$ cat src/rtl/flash_remap_pkg.sv
package flash_remap_pkg;
  localparam int unsigned NBANK    = 2;
  localparam int unsigned BANK_PRI = 0;
  localparam int unsigned BANK_SEC = 1;

  typedef enum logic [2:0] {
    REG_PRI_BASE = 3'd0,
    REG_PRI_SIZE = 3'd1,
    REG_SEC_BASE = 3'd2,
    REG_SEC_SIZE = 3'd3,
    REG_ENABLE   = 3'd4,
    REG_BOOT     = 3'd5
  } reg_idx_e;
endpackage

$ cat src/rtl/frm_rst_sync.sv
module frm_rst_sync (
  input  logic clk,
  input  logic rst_n,
  output logic rst_sync_n
);
  logic [1:0] sync_q;

  always_ff @(posedge clk or negedge rst_n) begin
    if (!rst_n) sync_q <= 2'b00;
    else        sync_q <= {sync_q[0], 1'b1};
  end

  assign rst_sync_n = sync_q[1];
endmodule

$ cat src/rtl/frm_boot_nv.sv
module frm_boot_nv #(
  parameter logic BOOT_DEFAULT = 1'b0
) (
  input  logic clk,
  input  logic por_n,
  input  logic dbg_we,
  input  logic dbg_wdata,
  input  logic dbg_commit,
  output logic nv_boot
);
  logic stage_q, stage_d, pend_q, pend_d, nv_q, nv_d;

  always_comb begin
    stage_d = stage_q;
    pend_d  = pend_q;
    nv_d    = nv_q;
    if (dbg_commit && pend_q) begin
      nv_d   = stage_q;
      pend_d = 1'b0;
    end
    if (dbg_we) begin
      stage_d = dbg_wdata;
      pend_d  = 1'b1;
    end
  end

  always_ff @(posedge clk or negedge por_n) begin
    if (!por_n) begin
      stage_q <= BOOT_DEFAULT;
      pend_q  <= 1'b0;
      nv_q    <= BOOT_DEFAULT;
    end else begin
      stage_q <= stage_d;
      pend_q  <= pend_d;
      nv_q    <= nv_d;
    end
  end

  assign nv_boot = nv_q;

  // the stored bit moves only on a commit that follows a staged write
  a_r3_nv_needs_commit: assert property (@(posedge clk) disable iff (!por_n)
    (!dbg_commit || !pend_q) |=> $stable(nv_q));
endmodule

$ cat src/rtl/frm_cfg_regs.sv
module frm_cfg_regs
  import flash_remap_pkg::*;
#(
  parameter int          ADDR_W       = 12,
  parameter int          PRI_LOG      = 10,
  parameter int          SEC_LOG      = 8,
  parameter logic        BOOT_DEFAULT = 1'b0
) (
  input  logic                          clk,
  input  logic                          por_n,
  input  logic                          rst_sync_n,
  input  logic                          nv_boot,
  input  logic                          cfg_we,
  input  logic [2:0]                    cfg_addr,
  input  logic [ADDR_W-1:0]             cfg_wdata,
  output logic [ADDR_W-1:0]             cfg_rdata,
  output logic                          boot_act,
  output logic [NBANK-1:0][ADDR_W-1:0]  base_o,
  output logic [NBANK-1:0][ADDR_W-1:0]  mask_o,
  output logic [NBANK-1:0]              en_o
);
  localparam logic [ADDR_W-1:0] ONE = {{(ADDR_W-1){1'b0}}, 1'b1};

  function automatic logic size_ok(input logic [ADDR_W-1:0] v, input int lg);
    return (v != '0) && ((v & (v - ONE)) == '0) && (v <= (ONE << lg));
  endfunction

  logic [NBANK-1:0][ADDR_W-1:0] size_w;

  // active boot bank: follows the stored bit while the CPU reset is held
  always_ff @(posedge clk or negedge por_n) begin
    if (!por_n)           boot_act <= BOOT_DEFAULT;
    else if (!rst_sync_n) boot_act <= nv_boot;
  end

  for (genvar b = 0; b < NBANK; b++) begin : g_bank
    localparam int          LG       = (b == BANK_PRI) ? PRI_LOG : SEC_LOG;
    localparam logic [2:0]  IDX_BASE = (b == BANK_PRI) ? REG_PRI_BASE : REG_SEC_BASE;
    localparam logic [2:0]  IDX_SIZE = (b == BANK_PRI) ? REG_PRI_SIZE : REG_SEC_SIZE;
    localparam logic [ADDR_W-1:0] SZ_RST = ONE << LG;

    logic [ADDR_W-1:0] base_q, size_q;
    logic              base_ce, size_ce;

    assign base_ce = cfg_we && (cfg_addr == IDX_BASE);
    assign size_ce = cfg_we && (cfg_addr == IDX_SIZE) && size_ok(cfg_wdata, LG);

    always_ff @(posedge clk or negedge rst_sync_n) begin
      if (!rst_sync_n) begin
        base_q <= '0;
        size_q <= SZ_RST;
      end else begin
        if (base_ce) base_q <= cfg_wdata;
        if (size_ce) size_q <= cfg_wdata;
      end
    end

    assign size_w[b] = size_q;
    assign mask_o[b] = size_q - ONE;
    assign base_o[b] = base_q & ~(size_q - ONE);

    // a stored size is always a single power of two within the bank limit
    a_r5_size_pow2: assert property (@(posedge clk) disable iff (!rst_sync_n)
      ($countones(size_q) == 1) && (size_q <= SZ_RST));
  end

  // enables are kept relative to the boot bank so reset values are constant
  logic en_boot_q, en_oth_q, en_boot_d, en_oth_d, en_ce;
  assign en_ce = cfg_we && (cfg_addr == REG_ENABLE);

  always_comb begin
    en_boot_d = boot_act ? cfg_wdata[1] : cfg_wdata[0];
    en_oth_d  = boot_act ? cfg_wdata[0] : cfg_wdata[1];
  end

  always_ff @(posedge clk or negedge rst_sync_n) begin
    if (!rst_sync_n) begin
      en_boot_q <= 1'b1;
      en_oth_q  <= 1'b0;
    end else if (en_ce) begin
      en_boot_q <= en_boot_d;
      en_oth_q  <= en_oth_d;
    end
  end

  assign en_o[BANK_PRI] = boot_act ? en_oth_q  : en_boot_q;
  assign en_o[BANK_SEC] = boot_act ? en_boot_q : en_oth_q;

  always_comb begin
    cfg_rdata = '0;
    case (cfg_addr)
      REG_PRI_BASE: cfg_rdata = base_o[BANK_PRI];
      REG_PRI_SIZE: cfg_rdata = size_w[BANK_PRI];
      REG_SEC_BASE: cfg_rdata = base_o[BANK_SEC];
      REG_SEC_SIZE: cfg_rdata = size_w[BANK_SEC];
      REG_ENABLE:   cfg_rdata[1:0] = en_o;
      REG_BOOT:     cfg_rdata[1:0] = {boot_act, nv_boot};
      default:      cfg_rdata = '0;
    endcase
  end

  // the active boot bank holds still once the CPU reset is released
  a_r1_boot_hold: assert property (@(posedge clk) disable iff (!rst_sync_n || !por_n)
    $past(rst_sync_n) |-> $stable(boot_act));
endmodule

$ cat src/rtl/frm_bank_match.sv
module frm_bank_match #(
  parameter int ADDR_W = 12
) (
  input  logic              en,
  input  logic [ADDR_W-1:0] addr,
  input  logic [ADDR_W-1:0] base,
  input  logic [ADDR_W-1:0] mask,
  output logic              hit,
  output logic [ADDR_W-1:0] offset
);
  assign hit    = en && ((addr & ~mask) == base);
  assign offset = addr & mask;
endmodule

$ cat src/rtl/flash_boot_remap.sv
module flash_boot_remap
  import flash_remap_pkg::*;
#(
  parameter int   ADDR_W       = 12,
  parameter int   PRI_LOG      = 10,
  parameter int   SEC_LOG      = 8,
  parameter logic BOOT_DEFAULT = 1'b0
) (
  input  logic              clk,
  input  logic              por_n,
  input  logic              rst_n,
  input  logic              cfg_we,
  input  logic [2:0]        cfg_addr,
  input  logic [ADDR_W-1:0] cfg_wdata,
  output logic [ADDR_W-1:0] cfg_rdata,
  input  logic              dbg_we,
  input  logic              dbg_wdata,
  input  logic              dbg_commit,
  input  logic              pri_busy,
  input  logic              sec_busy,
  input  logic              rd_en,
  input  logic [ADDR_W-1:0] rd_addr,
  output logic              sel_pri,
  output logic              sel_sec,
  output logic [ADDR_W-1:0] rd_offset,
  output logic              dec_err,
  output logic              rd_stall
);
  logic                         rst_sync_n, nv_boot, boot_act;
  logic [NBANK-1:0][ADDR_W-1:0] base_w, mask_w, off_w;
  logic [NBANK-1:0]             en_w, hit_w, busy_w, win_w;

  frm_rst_sync u_rst (.clk(clk), .rst_n(rst_n), .rst_sync_n(rst_sync_n));

  frm_boot_nv #(.BOOT_DEFAULT(BOOT_DEFAULT)) u_nv (
    .clk(clk), .por_n(por_n), .dbg_we(dbg_we), .dbg_wdata(dbg_wdata),
    .dbg_commit(dbg_commit), .nv_boot(nv_boot));

  frm_cfg_regs #(.ADDR_W(ADDR_W), .PRI_LOG(PRI_LOG), .SEC_LOG(SEC_LOG),
                 .BOOT_DEFAULT(BOOT_DEFAULT)) u_cfg (
    .clk(clk), .por_n(por_n), .rst_sync_n(rst_sync_n), .nv_boot(nv_boot),
    .cfg_we(cfg_we), .cfg_addr(cfg_addr), .cfg_wdata(cfg_wdata),
    .cfg_rdata(cfg_rdata), .boot_act(boot_act), .base_o(base_w),
    .mask_o(mask_w), .en_o(en_w));

  for (genvar b = 0; b < NBANK; b++) begin : g_match
    frm_bank_match #(.ADDR_W(ADDR_W)) u_match (
      .en(en_w[b]), .addr(rd_addr), .base(base_w[b]), .mask(mask_w[b]),
      .hit(hit_w[b]), .offset(off_w[b]));
  end

  assign busy_w = {sec_busy, pri_busy};

  // overlap: the active boot bank wins
  always_comb begin
    win_w[BANK_PRI] = hit_w[BANK_PRI] && (!hit_w[BANK_SEC] || !boot_act);
    win_w[BANK_SEC] = hit_w[BANK_SEC] && (!hit_w[BANK_PRI] ||  boot_act);
  end

  always_comb begin
    sel_pri   = 1'b0;
    sel_sec   = 1'b0;
    rd_offset = '0;
    dec_err   = 1'b0;
    rd_stall  = 1'b0;
    if (rd_en) begin
      if (win_w == '0) begin
        dec_err = 1'b1;
      end else if ((win_w & busy_w) != '0) begin
        rd_stall = 1'b1;
      end else begin
        sel_pri   = win_w[BANK_PRI];
        sel_sec   = win_w[BANK_SEC];
        rd_offset = win_w[BANK_PRI] ? off_w[BANK_PRI] : off_w[BANK_SEC];
      end
    end
  end

  // no activity without a request
  a_r11_idle_quiet: assert property (@(posedge clk) disable iff (!rst_sync_n)
    !rd_en |-> !(sel_pri || sel_sec || dec_err || rd_stall) && (rd_offset == '0));
  // an error excludes every other response
  a_r8_err_alone: assert property (@(posedge clk) disable iff (!rst_sync_n)
    dec_err |-> !sel_pri && !sel_sec && !rd_stall);
  // a busy bank is never selected
  a_r10_busy_pri_nosel: assert property (@(posedge clk) disable iff (!rst_sync_n)
    pri_busy |-> !sel_pri);
  a_r10_busy_sec_nosel: assert property (@(posedge clk) disable iff (!rst_sync_n)
    sec_busy |-> !sel_sec);
  // a stall only happens while some bank is busy
  a_r10_stall_cause: assert property (@(posedge clk) disable iff (!rst_sync_n)
    rd_stall |-> (pri_busy || sec_busy));
  // at most one bank selected
  a_r7_one_sel: assert property (@(posedge clk) disable iff (!rst_sync_n)
    $onehot0({sel_pri, sel_sec}));
endmodule

$ cat config.mk
export PLATFORM = sky130hd
export DESIGN_NAME = flash_boot_remap
export DESIGN_NICKNAME = d
export VERILOG_FILES = /design/src/rtl/flash_remap_pkg.sv /design/src/rtl/frm_rst_sync.sv /design/src/rtl/frm_boot_nv.sv /design/src/rtl/frm_cfg_regs.sv /design/src/rtl/frm_bank_match.sv /design/src/rtl/flash_boot_remap.sv
export SDC_FILE = /design/constraint.sdc
export NUM_CORES = 1
export LEC_CHECK = 0
export BUFFER_PORTS_ARGS = -buffer_cell sky130_fd_sc_hd__buf_2
export CORE_MARGIN = 4
export CORE_UTILIZATION = 63
export DETAILED_ROUTE_END_ITERATION = 16
export PLACE_DENSITY = 0.88
export SYNTH_ARGS = -nofsm -noshare
export SYNTH_HDL_FRONTEND = slang
export SYNTH_HIERARCHICAL = 1
export SYNTH_SLANG_ARGS = --single-unit
$ cat constraint.sdc
create_clock -name clk -period 8.65 [get_ports clk]
set_clock_uncertainty 0.05 [all_clocks]
set_input_delay 0.865 -clock clk [delete_from_list [all_inputs] [get_ports clk]]
set_output_delay 0.865 -clock clk [all_outputs]
set_load 0.01 [all_outputs]
==> out/metrics.cfg <==
[detailed_routing]
drc=0
wirelength_mm=11.1
drt_pass1_iterations=5
drtIter0Drc=512
num_vias=3639
wl_per_cell_um=18.2
postRouteAntennaNets=0
via_per_inst=5.99

[synthesis]
synthTopCellsByArea=dfrtp_1 (30%), mux2_2 (6.7%), mux2i_1 (5.0%)
netlist.area_leader.share_pct=30.2
ys_ff_latch=56
synthArstFlopShare_pct=100
yosysTopAreaCell=dfrtp_1
synth_nets=496
syn_inst=457
syn_area_um2=4400
ys_warn_count=6
synth-edff-count=0
avgSynthCellArea_um2=9.62
synth_cell_types=63
synth-main-ff-cell=dfrtp_1
synth-seq-area-share_pct=31.9

[sta]
tightest_slew_ns=1.10
finalSetupViolations=0
period_share_pct=63.2
report.final.slew_viol_count=0
rsz0062_at_grt=false
finalHoldViolations=0
tns_ns=0
post-route-min-period_ns=5.47
clock.fmax_mhz=183
slew_headroom_pct=26.4

[die]
io_pins=65
start_util_pct=64.7
die_h_um=91.6
die_x_um=91.6
core_area_um2=6790
rows=30
die-area_um2=8380

[clocking]
clk_pin_slew_ns=0.10
clock_sink_count=56
post_cts_resized=0
htreeDepth=2
cts_buffers=5
cts_setup_buffers=0
hold_buffers=0
cts_root_buf=clkbuf_8
clock_path_buffers=2
insertion_delay_ns=0.31
cts_tree=built

[final_layout]
nets=550
fin_area_um2=4870
regArea_um2=1410
mostFrequentLayoutCells=buf_2 (64), dfrtp_1 (52), inv_1 (39)
fill_cells=496
area_delta_synth_final_pct=10.7
num_antenna_cells=0
drive_gt1_share_pct=27.9
multi_input_area_um2=2770
final_common_cell=buf_2

[pwr]
p_sw_share_pct=32.1
p_int_uw=430
powerDensity_nw_per_um2=130
p_leak_uw=0.00231
clockPowerShare_pct=23.6
ir_worst_vdd_mv=0.0946
p_sw_uw=203
power_frac_seq_pct=50.6
share_comb_of_total_power_pct=25.8

[job]
maxCapViolations=0

[placement]
gp_congestion=0.971
dpl_cell_area_um2=4780
dp_hpwl_mm=8.51
port_buffers=64

[setup_path]
arrival_ns=4.56
end_kind=primary output
crit_fanout=14
start_kind=register
worstSetupPathType=register to primary output
critPathRequiredTime_ns=7.74

[global_routing]
grt_pass1_wl_mm=17.9
grt_pass1_vias=3496
grt.total_usage_pct=26.5
grt_max_degree=53
grt_overflow=0
antenna_found_initial=0

[run_status]
outcome=complete, no violations

[worst_hold_path]
hold_class=primary input to async pin

==> routing by layer <==
layer	vias to the layer above	track usage (%)	wire, um
met1	1737	36.9	4740
met2	203	43.3	5200
met4	0	7.29	277
li1	1667	-	-
met3	32	3.40	860
met5	-	0	0
==> kinds of logic after synthesis <==
family,count (synthesis),synth area share (%)
and+or+nand+nor,173,24.0
muxes,71,18.9
buffers and inverters,59,5.69
DFF,56,31.9
AOI/OAI and AO/OA,50,8.45
xor gates and xnor gates,44,10.1
adders and majority gates,3,0.797
other,1,0.0853
==> final timing paths <==
| path | startpoint | end | slack [ns] | depth (start not counted) |
|---|---|---|---|---|
| hold reg to reg | u_rst/sync_q[0] | u_rst/sync_q[1] | 0.33 | 0 |
| setup / recovery | u_cfg/g_bank[0].size_q[4] | rd_offset[1] | 3.18 | 12 |
| hold / removal | rst_n | u_rst/sync_q[0] | 0.26 | 1 |
| max in group asynchronous | u_rst/sync_q[1] | u_cfg/g_bank[0].base_q[6] | 7.44 | 0 |
| min in group clk | u_rst/sync_q[0] | u_rst/sync_q[1] | 0.33 | 0 |
| setup reg to reg | u_rst/sync_q[1] | u_cfg/boot_act | 7.18 | 1 |
==> cell usage after synthesis, types with 3 or more instances <==
cell / count
buf_6: 3
nand2_1: 37
mux2_4: 10
nor2b_1: 22
dfstp_2: 3
a21oi_1: 16
nor3_1: 12
nor3b_1: 4
mux2_2: 26
mux2_1: 11
a221oi_1: 4
xnor2_1: 23
o21ai_0: 7
nand3_1: 11
nor4_1: 4
xnor2_2: 8
dfrtp_1: 53
nand4_1: 4
nor4bb_1: 3
nand4b_1: 5
nor2_1: 13
clkbuf_1: 9
nor2b_4: 8
xor2_1: 13
mux2i_1: 22
a21o_1: 3
inv_1: 39
and2_1: 35
==> area by class of cell <==
type,count,share of cell area (%)
multi-input combinational,342,57.0
clock inverter,2,0.360
tap,96,2.47
timing repair buffer,64,6.58
inverter,42,3.24
clock buffer,6,1.49
sequential,56,28.9
==> sequential cells by signal (all words and copies together) (netlist names) <==
signal and count:
u_cfg/g_bank.base_q 24, u_cfg/g_bank.size_q 24, u_rst/sync_q 2, u_cfg/boot_act 1, u_cfg/en_boot_q 1, u_cfg/en_oth_q 1, u_nv/nv_boot 1, u_nv/pend_q 1
u_nv/stage_q 1
==> critical path, stage by stage, from the launching register on <==
cell and delay (ns):
dfrtp_1 0.45, nor4_1 0.93, nand4b_1 0.22, xor2_1 0.38, inv_1 0.15, nor2b_4 0.14, xnor2_2 0.11, nand4_1 0.11
nor4_2 0.38, a21boi_4 0.60, nand3b_2 0.37, a21oi_1 0.24, buf_2 0.16
==> power by group through the flow <==
stage | combinational (uW) | clock, uW | sequential [uW]
3_5_place_dp | 163 | 0 | 325
2_1_floorplan | 121 | 0 | 312
5_1_grt | 178 | 161 | 324
4_1_cts | 164 | 152 | 320
6_report | 164 | 150 | 321
3_3_place_gp | 158 | 0 | 322
==> per-stage QoR <==
stage | total power, uW | hold slack, ns | cells | util (%) | setup slack (ns)
2_1_floorplan | 432 | 0.281 | 457 | - | 4.59
3_3_place_gp | 480 | 0.286 | 600 | 70.3 | 3.72
3_5_place_dp | 488 | 0.296 | 600 | 70.3 | 3.67
4_1_cts | 635 | 0.261 | 608 | 71.6 | 3.24
5_1_grt | 663 | 0.257 | 608 | 71.6 | 2.86
6_report | 634 | 0.264 | 608 | 71.6 | 3.18
Note: power is estimated with default switching activity, not from simulation.
